===== src/rtl/eccRmwPkg.sv =====
package eccRmwPkg;
  localparam int DATA_W = 64;
  localparam int BYTE_N = DATA_W / 8;
  localparam int HAM_W  = 7;
  localparam int CHK_W  = HAM_W + 1;

  typedef struct packed {
    logic loadReq;
    logic loadMerge;
    logic captureRsp;
  } dpStrobeT;

  // codeword position of data bit idx (powers of two hold Hamming bits)
  function automatic int unsigned dataPos(input int unsigned idx);
    int unsigned pos;
    int unsigned res;
    pos = 2;
    res = 0;
    for (int unsigned i = 0; i < DATA_W; i++) begin
      pos = pos + 1;
      if ((pos & (pos - 1)) == 0) pos = pos + 1;
      if (i == idx) res = pos;
    end
    return res;
  endfunction

  // check byte: [HAM_W-1:0] Hamming bits, [HAM_W] overall even parity
  function automatic logic [CHK_W-1:0] eccEncode(input logic [DATA_W-1:0] d);
    logic [HAM_W-1:0] h;
    int unsigned pos;
    h = '0;
    pos = 2;
    for (int i = 0; i < DATA_W; i++) begin
      pos = pos + 1;
      if ((pos & (pos - 1)) == 0) pos = pos + 1;
      for (int k = 0; k < HAM_W; k++)
        if (pos[k]) h[k] = h[k] ^ d[i];
    end
    return {^{d, h}, h};
  endfunction
endpackage


===== src/rtl/eccRmwDatapath.sv =====
module eccRmwDatapath
  import eccRmwPkg::*;
#(
  parameter int ADDR_W = 16
) (
  input  logic              clk,
  input  logic              rstN,
  input  logic              corrEn,
  input  dpStrobeT          strobe,
  input  logic [ADDR_W-1:0] reqAddr,
  input  logic [DATA_W-1:0] reqData,
  input  logic [BYTE_N-1:0] reqByteEn,
  input  logic [DATA_W-1:0] memRData,
  input  logic [CHK_W-1:0]  memRCheck,
  output logic [ADDR_W-1:0] memAddr,
  output logic [DATA_W-1:0] memWData,
  output logic [CHK_W-1:0]  memWCheck,
  output logic              errSingle,
  output logic              errMulti,
  output logic [DATA_W-1:0] rspData,
  output logic              rspSingleErr,
  output logic              rspMultiErr
);
  logic [ADDR_W-1:0] addrReg;
  logic [DATA_W-1:0] wordReg;
  logic [BYTE_N-1:0] beReg;
  logic [HAM_W-1:0]  syndrome;
  logic              parityErr;
  logic [CHK_W-1:0]  recomputed;
  logic [DATA_W-1:0] corrected;
  logic [DATA_W-1:0] fixedData;
  logic [DATA_W-1:0] mergedWord;

  // decode of the word coming back from memory
  always_comb begin
    recomputed = eccEncode(memRData);
    syndrome   = recomputed[HAM_W-1:0] ^ memRCheck[HAM_W-1:0];
    parityErr  = ^{memRData, memRCheck};
    errSingle  = parityErr;
    errMulti   = !parityErr && (syndrome != '0);
  end

  for (genvar i = 0; i < DATA_W; i++) begin : g_fix
    localparam int unsigned POS = dataPos(i);
    assign corrected[i] = memRData[i] ^ (errSingle && (syndrome == POS[HAM_W-1:0]));
  end

  assign fixedData = corrEn ? corrected : memRData;

  for (genvar b = 0; b < BYTE_N; b++) begin : g_merge
    assign mergedWord[8*b +: 8] = beReg[b] ? wordReg[8*b +: 8] : fixedData[8*b +: 8];
  end

  always_ff @(posedge clk or negedge rstN) begin
    if (!rstN) begin
      addrReg      <= '0;
      wordReg      <= '0;
      beReg        <= '0;
      rspData      <= '0;
      rspSingleErr <= 1'b0;
      rspMultiErr  <= 1'b0;
    end else begin
      if (strobe.loadReq) begin
        addrReg <= reqAddr;
        wordReg <= reqData;
        beReg   <= reqByteEn;
      end else if (strobe.loadMerge) begin
        wordReg <= mergedWord;
      end
      if (strobe.captureRsp) rspData <= fixedData;
      rspSingleErr <= strobe.captureRsp && errSingle;
      rspMultiErr  <= strobe.captureRsp && errMulti;
    end
  end

  assign memAddr   = addrReg;
  assign memWData  = wordReg;
  assign memWCheck = eccEncode(wordReg);

  AST_FLAG_EXCL: assert property (@(posedge clk) disable iff (!rstN)
    !(rspSingleErr && rspMultiErr));
  AST_MERGE_NO_LOAD_TOGETHER: assert property (@(posedge clk) disable iff (!rstN)
    !(strobe.loadReq && strobe.loadMerge));
endmodule


===== src/rtl/eccRmwControl.sv =====
module eccRmwControl
  import eccRmwPkg::*;
(
  input  logic              clk,
  input  logic              rstN,
  input  logic              reqValid,
  input  logic              reqWrite,
  input  logic [BYTE_N-1:0] reqByteEn,
  input  logic              memRValid,
  input  logic              errMulti,
  output logic              reqReady,
  output logic              memReq,
  output logic              memWrite,
  output logic              rspValid,
  output logic              wrAbort,
  output dpStrobeT          strobe
);
  typedef enum logic [1:0] {
    ST_IDLE,
    ST_RDREQ,
    ST_RDWAIT,
    ST_WR
  } stateT;

  stateT stateQ, stateD;
  logic  isWrQ;
  logic  accept;
  logic  fullWord;
  logic  readBack;

  assign accept   = reqValid && (stateQ == ST_IDLE);
  assign fullWord = &reqByteEn;
  assign readBack = (stateQ == ST_RDWAIT) && memRValid;

  always_comb begin
    stateD = stateQ;
    strobe = '0;
    case (stateQ)
      ST_IDLE: if (accept) begin
        strobe.loadReq = 1'b1;
        stateD = (reqWrite && fullWord) ? ST_WR : ST_RDREQ;
      end
      ST_RDREQ: stateD = ST_RDWAIT;
      ST_RDWAIT: if (memRValid) begin
        if (!isWrQ) begin
          strobe.captureRsp = 1'b1;
          stateD = ST_IDLE;
        end else if (errMulti) begin
          stateD = ST_IDLE;
        end else begin
          strobe.loadMerge = 1'b1;
          stateD = ST_WR;
        end
      end
      ST_WR: stateD = ST_IDLE;
      default: stateD = ST_IDLE;
    endcase
  end

  always_ff @(posedge clk or negedge rstN) begin
    if (!rstN) begin
      stateQ   <= ST_IDLE;
      isWrQ    <= 1'b0;
      rspValid <= 1'b0;
      wrAbort  <= 1'b0;
    end else begin
      stateQ   <= stateD;
      if (accept) isWrQ <= reqWrite;
      rspValid <= readBack && !isWrQ;
      wrAbort  <= readBack && isWrQ && errMulti;
    end
  end

  assign reqReady = (stateQ == ST_IDLE);
  assign memReq   = (stateQ == ST_RDREQ) || (stateQ == ST_WR);
  assign memWrite = (stateQ == ST_WR);

  AST_RSP_PULSE: assert property (@(posedge clk) disable iff (!rstN)
    rspValid |=> !rspValid);
  AST_FULL_SKIP_READ: assert property (@(posedge clk) disable iff (!rstN)
    (reqValid && reqReady && reqWrite && fullWord) |=> (memReq && memWrite));
  AST_PARTIAL_READ_FIRST: assert property (@(posedge clk) disable iff (!rstN)
    (reqValid && reqReady && reqWrite && !fullWord) |=> (memReq && !memWrite));
  AST_ABORT_NO_WRITE: assert property (@(posedge clk) disable iff (!rstN)
    wrAbort |-> !memWrite);
  AST_BUSY_NOT_READY: assert property (@(posedge clk) disable iff (!rstN)
    memReq |-> !reqReady);
endmodule


===== src/rtl/eccRmwUnit.sv =====
module eccRmwUnit
  import eccRmwPkg::*;
#(
  parameter int ADDR_W = 16
) (
  input  logic              clk,
  input  logic              rstN,
  input  logic              corrEn,
  input  logic              reqValid,
  output logic              reqReady,
  input  logic              reqWrite,
  input  logic [ADDR_W-1:0] reqAddr,
  input  logic [DATA_W-1:0] reqData,
  input  logic [BYTE_N-1:0] reqByteEn,
  output logic              rspValid,
  output logic [DATA_W-1:0] rspData,
  output logic              rspSingleErr,
  output logic              rspMultiErr,
  output logic              wrAbort,
  output logic              memReq,
  output logic              memWrite,
  output logic [ADDR_W-1:0] memAddr,
  output logic [DATA_W-1:0] memWData,
  output logic [CHK_W-1:0]  memWCheck,
  input  logic              memRValid,
  input  logic [DATA_W-1:0] memRData,
  input  logic [CHK_W-1:0]  memRCheck
);
  dpStrobeT strobe;
  logic     errSingle;
  logic     errMulti;

  eccRmwControl u_ctrl (
    .clk       (clk),
    .rstN      (rstN),
    .reqValid  (reqValid),
    .reqWrite  (reqWrite),
    .reqByteEn (reqByteEn),
    .memRValid (memRValid),
    .errMulti  (errMulti),
    .reqReady  (reqReady),
    .memReq    (memReq),
    .memWrite  (memWrite),
    .rspValid  (rspValid),
    .wrAbort   (wrAbort),
    .strobe    (strobe)
  );

  eccRmwDatapath #(.ADDR_W(ADDR_W)) u_dp (
    .clk          (clk),
    .rstN         (rstN),
    .corrEn       (corrEn),
    .strobe       (strobe),
    .reqAddr      (reqAddr),
    .reqData      (reqData),
    .reqByteEn    (reqByteEn),
    .memRData     (memRData),
    .memRCheck    (memRCheck),
    .memAddr      (memAddr),
    .memWData     (memWData),
    .memWCheck    (memWCheck),
    .errSingle    (errSingle),
    .errMulti     (errMulti),
    .rspData      (rspData),
    .rspSingleErr (rspSingleErr),
    .rspMultiErr  (rspMultiErr)
  );

  AST_FLAGS_WITH_RSP: assert property (@(posedge clk) disable iff (!rstN)
    (rspSingleErr || rspMultiErr) |-> rspValid);
endmodule


===== config.mk =====
export PLATFORM = sky130hd
export DESIGN_NAME = eccRmwUnit
export DESIGN_NICKNAME = d
export VERILOG_FILES = /design/src/rtl/eccRmwPkg.sv /design/src/rtl/eccRmwDatapath.sv /design/src/rtl/eccRmwControl.sv /design/src/rtl/eccRmwUnit.sv
export SDC_FILE = /design/constraint.sdc
export NUM_CORES = 1
export LEC_CHECK = 0
export BUFFER_PORTS_ARGS = -buffer_cell sky130_fd_sc_hd__buf_2
export CAP_MARGIN = 20
export CORE_ASPECT_RATIO = 1.2
export CORE_MARGIN = 2
export CORE_UTILIZATION = 25
export DETAILED_ROUTE_END_ITERATION = 7
export GPL_TIMING_DRIVEN = 0
export PLACE_DENSITY = 0.53
export SYNTH_ARGS = -nofsm -noshare
export SYNTH_HDL_FRONTEND = slang
export SYNTH_SLANG_ARGS = --single-unit

===== constraint.sdc =====
create_clock -name clk -period 3.8 [get_ports clk]
set_clock_uncertainty 0.05 [all_clocks]
set_input_delay 0.76 -clock clk [delete_from_list [all_inputs] [get_ports clk]]
set_output_delay 0.76 -clock clk [all_outputs]
set_load 0.02 [all_outputs]

After elaboration in Yosys (flattened, before gate mapping)
Index checks and enable logic that the tools add are counted.
{"block": "totals", "register_bits": 159, "latch_bits": 0, "mem_bits_rw": 0, "mem_bits_ro": 0, "in_bits": 166, "out_inout_bits": 159, "wordCells": 670, "memories": 0}
{"block": "op_classes", "n_addsub": 0, "n_mul": 0, "div_mod_pow": 0, "order_cmp": 0, "n_eq_ne": 77, "n_shift": 0, "n_mux": 24, "bitwise_logic": 461, "n_reduce_logical": 91}
{"cell": "XOR 1 bit", "count": 460}
{"cell": "== test 7 x 6 -> 1 bit (second input constant)", "count": 31}
{"cell": "2-to-1 mux 64 bit", "count": 3}
{"cell": "== test 7 x 5 -> 1 bit (second input constant)", "count": 15}
{"cell": "logical AND 1 bit", "count": 73}
{"cell": "parity 72 bit", "count": 1}
{"cell": "parity 71 bit", "count": 1}
{"cell": "2-to-1 mux 8 bit", "count": 8}
{"cell": "== test 7 x 4 -> 1 bit (second input constant)", "count": 7}
{"cell": "== test 7 bit (second input constant)", "count": 7}
{"cell": "== test 7 x 3 -> 1 bit (second input constant)", "count": 3}
{"cell": "inequality test 2 bit (second input constant)", "count": 9}
{"cell": "AND reduction 2 bit", "count": 9}
{"cell": "2-to-1 mux 2 bit", "count": 7}
{"cell": "case mux 2 bit (4 select lines)", "count": 1}
{"cell": "AND reduction 8 bit", "count": 1}
{"cell": "== test 7 x 2 -> 1 bit (second input constant)", "count": 1}
{"cell": "nonzero test 7 bit", "count": 1}
{"cell": "XOR 7 bit", "count": 1}
{"cell": "2-to-1 mux 1 bit", "count": 5}
{"cell": "== test 2 bit (second input constant)", "count": 2}
{"cell": "== test 2 x 1 -> 1 bit (second input constant)", "count": 1}
{"cell": "zero test 1 bit", "count": 2}
{"cell": "zero test 2 bit", "count": 1}
{"cell": "other kinds (3)", "count": 3}

Depth between registers and ports, before layout
Gate-level depths: netlist of the first run.
{"block": "depth", "depth_word": 43, "mapped_depth": 11}

By module
Synthesis of the first run repeated with hierarchy kept, for this count alone.
{"block": "hier_totals", "cells_unflattened": 1526, "area_unflattened_um2": 12274.3}
{"module": "eccRmwDatapath", "instances": 1, "cells_per_inst": 1498, "area_each_um2": 12014.0}
{"module": "eccRmwControl", "instances": 1, "cells_per_inst": 28, "area_each_um2": 260.2}

Worst setup path before layout of the first run
Ideal clock, no wire load.
{"block": "synth_path", "path_type": "input to register", "from": "input memRData[38]", "to": "register u_dp.wordReg[32] (netlist: u_dp.memWData[32])", "setup_time_ns": 0.126, "t_arrival_ns": 3.375, "required_time_ns": 3.624, "setup_slack_ns": 0.249, "stages": 11, "path_cell_list": "buf_2 xnor2_2 xnor3_1 xnor3_1 xnor2_2 nor3b_2 o2111a_2 o21bai_4 buf_6 o21a_4 a221o_1"}
{"block": "synth_between", "elab_chain_cells": 28}
{"element": "from (decl)", "line_no": "eccRmwUnit.sv:26", "rtl": "input logic [DATA_W-1:0] memRData,"}
{"element": "XOR 1 bit (19 in series)", "line_no": "eccRmwPkg.sv:37", "rtl": "if (pos[k]) h[k] = h[k] ^ d[i];"}
{"element": "XOR 7 bit", "line_no": "eccRmwDatapath.sv:37", "rtl": "syndrome = recomputed[HAM_W-1:0] ^ memRCheck[HAM_W-1:0];"}
{"element": "nonzero test 7 bit", "line_no": "eccRmwDatapath.sv:40", "rtl": "errMulti = !parityErr && (syndrome != '0);"}
{"element": "logical AND 1 bit", "line_no": "eccRmwDatapath.sv:40"}
{"element": "2-to-1 mux 1 bit", "line_no": "eccRmwControl.sv:48", "rtl": "end else if (errMulti) begin"}
{"element": "2-to-1 mux 1 bit", "line_no": "eccRmwControl.sv:45", "rtl": "if (!isWrQ) begin"}
{"element": "2-to-1 mux 2 bit", "line_no": "eccRmwControl.sv:44", "rtl": "ST_RDWAIT: if (memRValid) begin"}
{"element": "2-to-1 mux 2 bit", "line_no": "eccRmwControl.sv:38", "rtl": "case (stateQ)"}
{"element": "nonzero test 2 bit (no line)"}
{"element": "AND reduction 2 bit (no line)"}
{"element": "to (signal assigned)", "line_no": "eccRmwDatapath.sv:65", "rtl": "wordReg <= reqData;"}
{"element": "to (signal assigned)", "line_no": "eccRmwDatapath.sv:68", "rtl": "wordReg <= mergedWord;"}
{"element": "to (decl)", "line_no": "eccRmwDatapath.sv:25", "rtl": "logic [DATA_W-1:0] wordReg;"}
Several ways; a longest one is shown, not always the timed one. The select of a mux whose other input is x is not followed.
A chain may end at the register's enable or synchronous reset.

Worst setup path after layout of the first run
{"block": "layout_path", "from": "register u_dp.wordReg[1] (netlist: u_dp.memWData[1])", "to": "output memWCheck[7]"}
{"block": "layout_between", "elab_chain_cells": 35}
{"element": "XOR 1 bit (34 in series)", "line_no": "eccRmwPkg.sv:37"}
{"element": "parity 71 bit (*)", "line_no": "eccRmwPkg.sv:39", "rtl": "return {^{d, h}, h};"}
{"element": "to (decl)", "line_no": "eccRmwUnit.sv:24", "rtl": "output logic [CHK_W-1:0] memWCheck,"}
Every way passes the cells marked *; elsewhere a longest branch is shown, timed or not.

==> flow_metrics.tcl, run 1 <==
set metrics [dict create \
    synth_area_leaders "dfrtp_1 39%, xnor2_1 18%, xnor3_1 6.9%" \
    critical_path_required_ns 2.99 \
    top_layer_used "met5" \
    fmax_mhz 264 \
    cts.sinks 159 \
    cp_max_fo 4 \
    worstPathArrival_ns 2.97 \
    first_pass_iters 5 \
    dr_wl_met3_um 2510 \
    relSlewSlack 0.412 \
    endpoint_kind "primary output" \
    grt_pass1_wl_um 59900 \
    routed_wl_um 42400 \
    die_h_um 225 \
    clock_latency_ns 0.45 \
    io_pins 325 \
    routed_via_density 4.53 \
    crit_path_start_kind "flop" \
    layout.nets 1447 \
    dr_wl_met2_um 20700 \
    grt_start_max_net_pins 99 \
    hold_violations 0 \
    hold_buffers 0 \
    wl_met1_um 17900 \
    hold_path.class "in -> async" \
    layout_setup_ws_ns 0.0158 \
    synthesis.area_um2 10200 \
    hold_slack_ns 0.180 \
    status "completed" \
    cts_tree "yes" \
    wire_per_inst_um 23.1 \
    vias 8296 \
    post-route-min-period_ns 3.78 \
    synth-seq-cells 159 \
    clk_root_buffer_cell "clkbuf_16" \
    rsz0062_at_grt "yes" \
    hpwl_um 35400 \
    synth_warnings 0 \
    drive_above_1_share 0.360 \
    avgSynthCellArea_um2 10.9 \
    dieWidth_um 188 \
    finalSetupViolations 0 \
    syn_nets 1096 \
    globalRoute.totalOverflow 0 \
    antenna_found_initial 10 \
    fin_area_um2 13500 \
    grt_pass1_vias 8539 \
    mostFrequentLayoutCell "buf_2" \
    floorplan.core_area_um2 39900 \
    synth_ff_type "dfrtp_1" \
    cts.path.max_buffers 2 \
    synth_edf_count 0 \
    drt-initial-drc-count 543 \
    fp-row-count 80 \
    htreeDepth 4 \
    dpl_cell_area_um2 12500 \
    cts.reportedPaths.clkPinSlew_ns 0.07 \
    fin_tns_setup_ns 0 \
    grtUsageTotal 0.203 \
    reg2reg_depth 7 \
    die_area_um2 42200 \
    synthCells 930 \
    synth_top_cell_area_share 0.392 \
    ys_async_sr_fraction 1.00 \
    syn_to_final_growth_pct 32.7 \
    fill_cells 4153 \
    slew_viol_final 0 \
    drc 0 \
    maxCapViolCount 0 \
    portBuffers 323 \
    period_share 0.996 \
    start_util 0.254 \
    worst_pin_slew_ns 0.882 \
    synth_cell_types 42 \
    cts_made_buffers 17 \
    ant_nets 0 \
    pre_cts_slack_ns -0.630 \
    synth_area_leader_cell "dfrtp_1" \
    synth_sequential_area_ratio 0.392 \
    gp_congestion 0.886 \
    path_class "reg -> out" \
    layout_common_cells "324 x buf_2, 178 x xnor2_1, 156 x dfrtp_1" \
]
[path summary, 6_finish.rpt]
kind | endpoint | slack, ns | from
setup / recovery | memWCheck[7] | 0.02 | u_dp.memWData[1]
hold / removal | u_dp.rspData[0] | 0.18 | rstN
setup reg to reg | u_dp.rspData[7] | 0.91 | u_ctrl.stateQ[0]
hold reg to reg | u_dp.memAddr[4] | 0.42 | u_dp.memAddr[4]
max in group asynchronous | u_dp.memWData[36] | 2.59 | rstN
min in group clk | u_dp.memAddr[4] | 0.42 | u_dp.memAddr[4]
[cell families (layout without fill, tap and decap cells)]
logic type | Yosys count | in the layout | synth area share
xor+xnor | 316 | 316 | 0.324
simple gates | 258 | 258 | 0.117
compound gates | 79 | 79 | 0.0627
other cells | 0 | 6 | 0
flops | 159 | 159 | 0.392
buf+inv | 31 | 395 | 0.0132
mux | 87 | 87 | 0.0906
[state kept, by name (all words and copies together), names as in the netlist, 2 cells and up]
| signal | flops |
|---|---|
| u_dp.rspData | 64 |
| u_dp.memAddr | 16 |
| u_dp.memWData | 64 |
| u_ctrl.stateQ | 2 |
| u_dp.beReg | 8 |
[critical path, cell delays in order (launching register included)]
cell and delay [ns]:
dfrtp_2 0.53, xnor2_2 0.20, xnor2_2 0.29, xnor2_1 0.20, xnor2_1 0.16, xnor2_1 0.10
xnor2_1 0.28, xnor2_1 0.16, xor3_1 0.43, buf_2 0.17
[per-stage QoR]
step / std cells / util
floorplan: 930 / -
global placement: 1786 / 0.311
detailed placement: 1788 / 0.313
CTS: 1820 / 0.331
global route: 1830 / 0.337
finish: 1833 / 0.337
[routing by layer]
metal,track usage,vias to the layer above
li1,-,3841
met1,0.254,4072
met2,0.341,325
met3,0.0510,50
met4,0.0706,8
met5,0,-
[synth_stat cells, drive strengths merged, types with 15 or more instances]
library cell	count
a21oi	26
a221o	39
and2	36
clkbuf	23
dfrtp	159
mux2	39
mux2i	48
nand2	80
nand3	15
nor2	104
xnor2	209
xnor3	32
xor2	72
[what timing repair did]
action,in CTS,in global routing
buffers inserted,0,7
endpoints found under the setup margin,77,84
resized for setup,21,24
pin swaps,0,3
[area by class of cell]
type                    instances  area, um^2  share of cell area
clock inverters                11         131             0.00975
plain buffers                  30         131             0.00975
multi-input cells             740        6330               0.470
well taps                     533         667              0.0495
diodes                          6        15.0             0.00111
inverters                       1        3.75            0.000279
clock buffers                  21         460              0.0342
flip-flops and latches        159        3980               0.296
repair buffers                332        1760               0.130
Power of run 1 is not shown: default switching activity piles up to over one toggle a cycle in this logic, so the estimate is an artifact.
==> run 2, diff against run 1 <==
--- a/config.mk
+++ b/config.mk
@@ -8,10 +8,12 @@
 export BUFFER_PORTS_ARGS = -buffer_cell sky130_fd_sc_hd__buf_2
 export CAP_MARGIN = 20
-export CORE_ASPECT_RATIO = 1.2
+export CELL_PAD_IN_SITES_DETAIL_PLACEMENT = 1
+export CELL_PAD_IN_SITES_GLOBAL_PLACEMENT = 2
+export CORE_ASPECT_RATIO = 2
 export CORE_MARGIN = 2
 export CORE_UTILIZATION = 25
 export DETAILED_ROUTE_END_ITERATION = 7
 export GPL_TIMING_DRIVEN = 0
-export PLACE_DENSITY = 0.53
+export PLACE_DENSITY = 0.74
 export SYNTH_ARGS = -nofsm -noshare
 export SYNTH_HDL_FRONTEND = slang
--- a/constraint.sdc
+++ b/constraint.sdc
@@ -3,3 +3,3 @@
 set_input_delay 0.76 -clock clk [delete_from_list [all_inputs] [get_ports clk]]
 set_output_delay 0.76 -clock clk [all_outputs]
-set_load 0.02 [all_outputs]
+set_load 0.005 [all_outputs]
==> run 2 against run 1 <==
Worst setup slack lost 0.045 ns. Critical path depth up 2. The flow now finishes with violations (setup timing). Largest cell class unchanged. Register-to-register slack got worse by 0.10 ns. Non-clock buffer count grew 5. Hold slack got worse by 0.025 ns. Cell count did not move. Clock-buffer cell count decreased by 2. Core utilization grew 0.31 points. Cell area up 1.6%. Highest routed layer unchanged. Routed wire length grew 12%. First-iteration DRC count shrank 42%. Die area rose by 0.22%.
==> flow_metrics.tcl, run 2 (synthesis results as in run 1) <==
set metrics [dict create \
    status "finished with violations" \
    violations "setup timing" \
    finalSetupViolations 10 \
    r2r_setup_slack_ns 0.81 \
    portBuffers 323 \
    cts_made_buffers 17 \
    vias 8497 \
    hold_violations 0 \
    path_class "in -> reg" \
    cts.sinks 159 \
    r2r-end "u_dp.rspData[15]" \
    routed_wl_um 47300 \
    hold_slack_ns 0.156 \
    dpl_cell_area_um2 12500 \
    period_share 1.01 \
    post-route-min-period_ns 3.83 \
    critical_path_required_ns 4.09 \
    floorplan.core_area_um2 40200 \
    cp_max_fo 10 \
    layout.nets 1452 \
    ant_nets 0 \
    io_pins 325 \
    fin_area_um2 13700 \
    grtUsageTotal 0.221 \
    endpoint_kind "flop" \
    fmax_mhz 261 \
    worstPathArrival_ns 4.12 \
    antenna_found_initial 8 \
    htreeDepth 4 \
    gp_congestion 0.898 \
    die_h_um 289 \
    mostFrequentLayoutCell "buf_2" \
    relSlewSlack 0.490 \
    first_pass_iters 4 \
    syn_to_final_growth_pct 34.9 \
    slew_viol_final 0 \
    rsz0062_at_grt "yes" \
    reg2reg_depth 8 \
    drt-initial-drc-count 313 \
    crit_path_start_kind "input port" \
    fill_cells 4613 \
    cts_tree "yes" \
    fin_tns_setup_ns -0.159 \
    fp-row-count 104 \
    grt_pass1_vias 9335 \
    dieWidth_um 146 \
    drc 0 \
    layout_setup_ws_ns -0.0296 \
    maxCapViolCount 0 \
    cts.path.max_buffers 2 \
    start_util 0.252 \
    multiInputGateArea_um2 6530 \
    grt_start_max_net_pins 103 \
    hold_path.class "in -> async" \
    routed_via_density 4.64 \
    wire_per_inst_um 25.8 \
    die_area_um2 42300 \
    globalRoute.totalOverflow 0 \
    grt_pass1_wl_um 66000 \
    layout_common_cells "324 x buf_2, 165 x xnor2_1, 154 x dfrtp_1" \
    clk_root_buffer_cell "clkbuf_16" \
    r2r_start "u_ctrl.stateQ[0]" \
    regArea_um2 3990 \
    drive_above_1_share 0.385 \
    cts.reportedPaths.clkPinSlew_ns 0.08 \
    fin_util 0.340 \
    worst_pin_slew_ns 0.765 \
    hpwl_um 40100 \
    clock_latency_ns 0.46 \
]
## run 2: cell count changes in the layout (fill, tap and decap cells not counted), moves of 7 or more
cell,delta
xor2_2,+10
xnor2_2,+13
xor2_1,-10
xnor2_1,-13
buf_4,+7
## run 2: timing repair
action	in CTS	in global routing
endpoints found under the setup margin	121	77
hold buffers	0	0
gates resized for setup	46	31
setup buffers	3	8
pin swaps	3	5
## run 2: worst max-delay path by stage
stage	depth (start not counted)	from	slack, ns	endpoint
6_report	11	memRData[44]	-0.03	u_dp.memWData[32]
2_1_floorplan	11	memRData[38]	0.25	u_dp.memWData[32]
5_1_grt	10	memRData[52]	-0.09	u_dp.memWData[35]
3_5_place_dp	11	memRData[37]	-0.84	u_dp.memWData[4]
3_3_place_gp	11	memRData[37]	-0.84	u_dp.memWData[4]
4_1_cts	9	u_dp.memWData[1]	0.004	memWCheck[7]
## run 2: through the flow
step / worst slack [ns] / instances
after global placement: -0.836 / 1783
after floorplan: 0.249 / 930
final: -0.0296 / 1833
after detailed placement: -0.844 / 1786
after global routing: -0.0918 / 1833
after CTS: 0.00364 / 1821
## run 2: layout make-up
cell class	instances	area share
Antenna cell	4	0.000731
Buffer	30	0.00978
Clock buffer	19	0.0324
Clock inverter	13	0.0112
Inverter	1	0.000274
Multi-Input combinational cell	740	0.477
Sequential cell	159	0.291
Tap cell	530	0.0484
Timing Repair Buffer	337	0.129
## run 2: worst max-delay path, stage by stage
cell and delay (ns):
buf_2 0.15, xnor2_1 0.43, xnor3_1 0.47, xnor3_1 0.44, xnor2_4 0.28, nor3b_4 0.35
o2111a_2 0.33, o21bai_4 0.09, buf_6 0.18, o21a_4 0.25, a221o_1 0.36
## run 2: per-layer routing
layer  up-vias  wire length (um)  global-route usage
met1      4281             15600               0.211
met3        88              2130              0.0439
li1       3831                 -                   -
met4         6              2530               0.116
met2       291             27000               0.441
met5         -                34                   0
Power of run 2 is left out for the same reason.
==> run 3, diff against run 2 <==
- PLACE_DENSITY: 0.74 -> 0.69
- SLEW_MARGIN: unset -> 20
- TNS_END_PERCENT: unset -> 10
==> run 3 against run 2 <==
The flow now finishes without violations. Critical path type unchanged. Sequential share of layout area up 0.20 points. Critical endpoint is now u_dp.rspData[48]. Maximum frequency increased by 0.96%. Cell count decreased by 0.27%. First-iteration DRC count shrank 13%. Highest routed layer unchanged.
==> flow_metrics.tcl, run 3 (synthesis results as in run 1) <==
set metrics [dict create \
    cp_max_fo 8 \
    grt_start_max_net_pins 92 \
    hold_buffers 0 \
    place_inst 1784 \
    clk_root_buffer_cell "clkbuf_16" \
    drive_above_1_share 0.377 \
    critical_path_required_ns 4.13 \
    start_util 0.252 \
    r2r_start "u_ctrl.stateQ[0]" \
    hpwl_um 39700 \
    layout.nets 1447 \
    post-route-min-period_ns 3.79 \
    relSlewSlack 0.290 \
    slowest_delay_ns 0.49 \
    wire_per_inst_um 25.6 \
    dieWidth_um 146 \
    floorplan.core_area_um2 40200 \
    die_area_um2 42300 \
    cp.buffers_inverters 1 \
    drc 0 \
    hold_path.class "in -> async" \
    die_h_um 289 \
    worst_pin_slew_ns 1.06 \
    crit_slowest_cell "xnor3_1" \
    finalSetupViolations 0 \
    status "completed" \
    hold_violations 0 \
    fmax_mhz 264 \
    crit_family "XOR/XNOR gates" \
    routed_wl_um 46800 \
    mostFrequentLayoutCell "buf_2" \
    gp_congestion 0.897 \
    io_pins 325 \
    r2r_setup_slack_ns 0.89 \
    syn_to_final_growth_pct 33.8 \
    path_class "in -> reg" \
    routed_via_density 4.56 \
    globalRoute.totalOverflow 0 \
    reg2reg_depth 7 \
    grt_pass1_wl_um 66000 \
    endpoint_kind "flop" \
    cp.depth 10 \
    crit_end "u_dp.rspData[48]" \
    drt-initial-drc-count 272 \
    vias 8337 \
    cp_cell_sequence "buf_2 -> xnor2_1 -> xnor3_1 -> xnor2_1 -> xnor3_1 -> xor2_2 -> nand3_1 -> nor2_1 -> xor2_1 -> mux2_2" \
    antenna_found_initial 9 \
    maxCapViolCount 0 \
    ant_nets 0 \
    layout_common_cells "324 x buf_2, 170 x xnor2_1, 157 x dfrtp_1" \
    cts.reportedPaths.clkPinSlew_ns 0.08 \
    cts_tree "yes" \
    rsz0062_at_grt "yes" \
    instances_no_fill 1828 \
    first_pass_iters 4 \
    clock_latency_ns 0.45 \
    period_share 0.998 \
    htreeDepth 4 \
    cts_made_buffers 17 \
    crit_path_start_kind "input port" \
    crit_path_start "memRData[44]" \
    portBuffers 323 \
    cts.sinks 159 \
    worstPathArrival_ns 4.13 \
    r2r-end "u_dp.rspData[23]" \
    fp-row-count 104 \
    cts.path.max_buffers 2 \
    grt_pass1_vias 9278 \
    slew_viol_final 0 \
    grtUsageTotal 0.221 \
]
run 3: changes by cell type in the layout (fill, tap and decap cells not counted), sizes merged:
cell	delta
buf	-5
clkbuf	+1
clkinv	-4
clkinvlp	-1
inv	+4
run 3: what timing repair did:
item | 4_1_cts | 5_1_grt
endpoints found under the hold margin | 0 | 0
setup endpoints to repair | 117 | 69
pin swaps | 5 | 3
gates resized for setup | 46 | 18
setup buffers | 4 | 4
run 3: final cells by class:
| cell class | instances | area [um^2] |
|---|---|---|
| antenna | 4 | 10.0 |
| timing repair buffer | 332 | 1740 |
| multi-input combinational | 740 | 6460 |
| tap | 530 | 663 |
| clock buffer | 20 | 457 |
| clock inverter | 12 | 140 |
| inverter | 1 | 3.75 |
| sequential | 159 | 3980 |
| fill | 4567 | 26600 |
| buffer | 30 | 131 |
run 3: metal layers:
layer / up-vias / GRT usage / share of wire
met5: - / 0 / 0.00094
met4: 8 / 0.113 / 0.053
met1: 4129 / 0.218 / 0.34
li1: 3825 / - / -
met2: 291 / 0.435 / 0.56
met3: 84 / 0.0413 / 0.041
run 3: worst min path at each step:
stage | endpoint | depth (start not counted) | from
6_report | u_dp.rspSingleErr | 1 | rstN
5_1_grt | u_dp.rspSingleErr | 1 | rstN
4_1_cts | u_dp.rspSingleErr | 1 | rstN
3_5_place_dp | u_dp.memAddr[6] | 2 | u_dp.memAddr[6]
3_3_place_gp | u_dp.memAddr[0] | 2 | u_dp.memAddr[0]
2_1_floorplan | u_ctrl.isWrQ | 0 | rstN
run 3: metrics by stage:
stage	cell area [um^2]	hold slack, ns	TNS (ns)	util	setup slack [ns]
CTS	13400	0.235	0	0.334	0.0000886
finish	13600	0.205	0	0.338	0.00680
global route	13600	0.236	-0.353	0.338	-0.121
floorplan	10200	0.414	0	-	0.249
detailed placement	12500	0.407	-76.42	0.310	-0.855
global placement	12400	0.405	-199.01	0.309	-0.855
Power of run 3 is left out for the same reason.
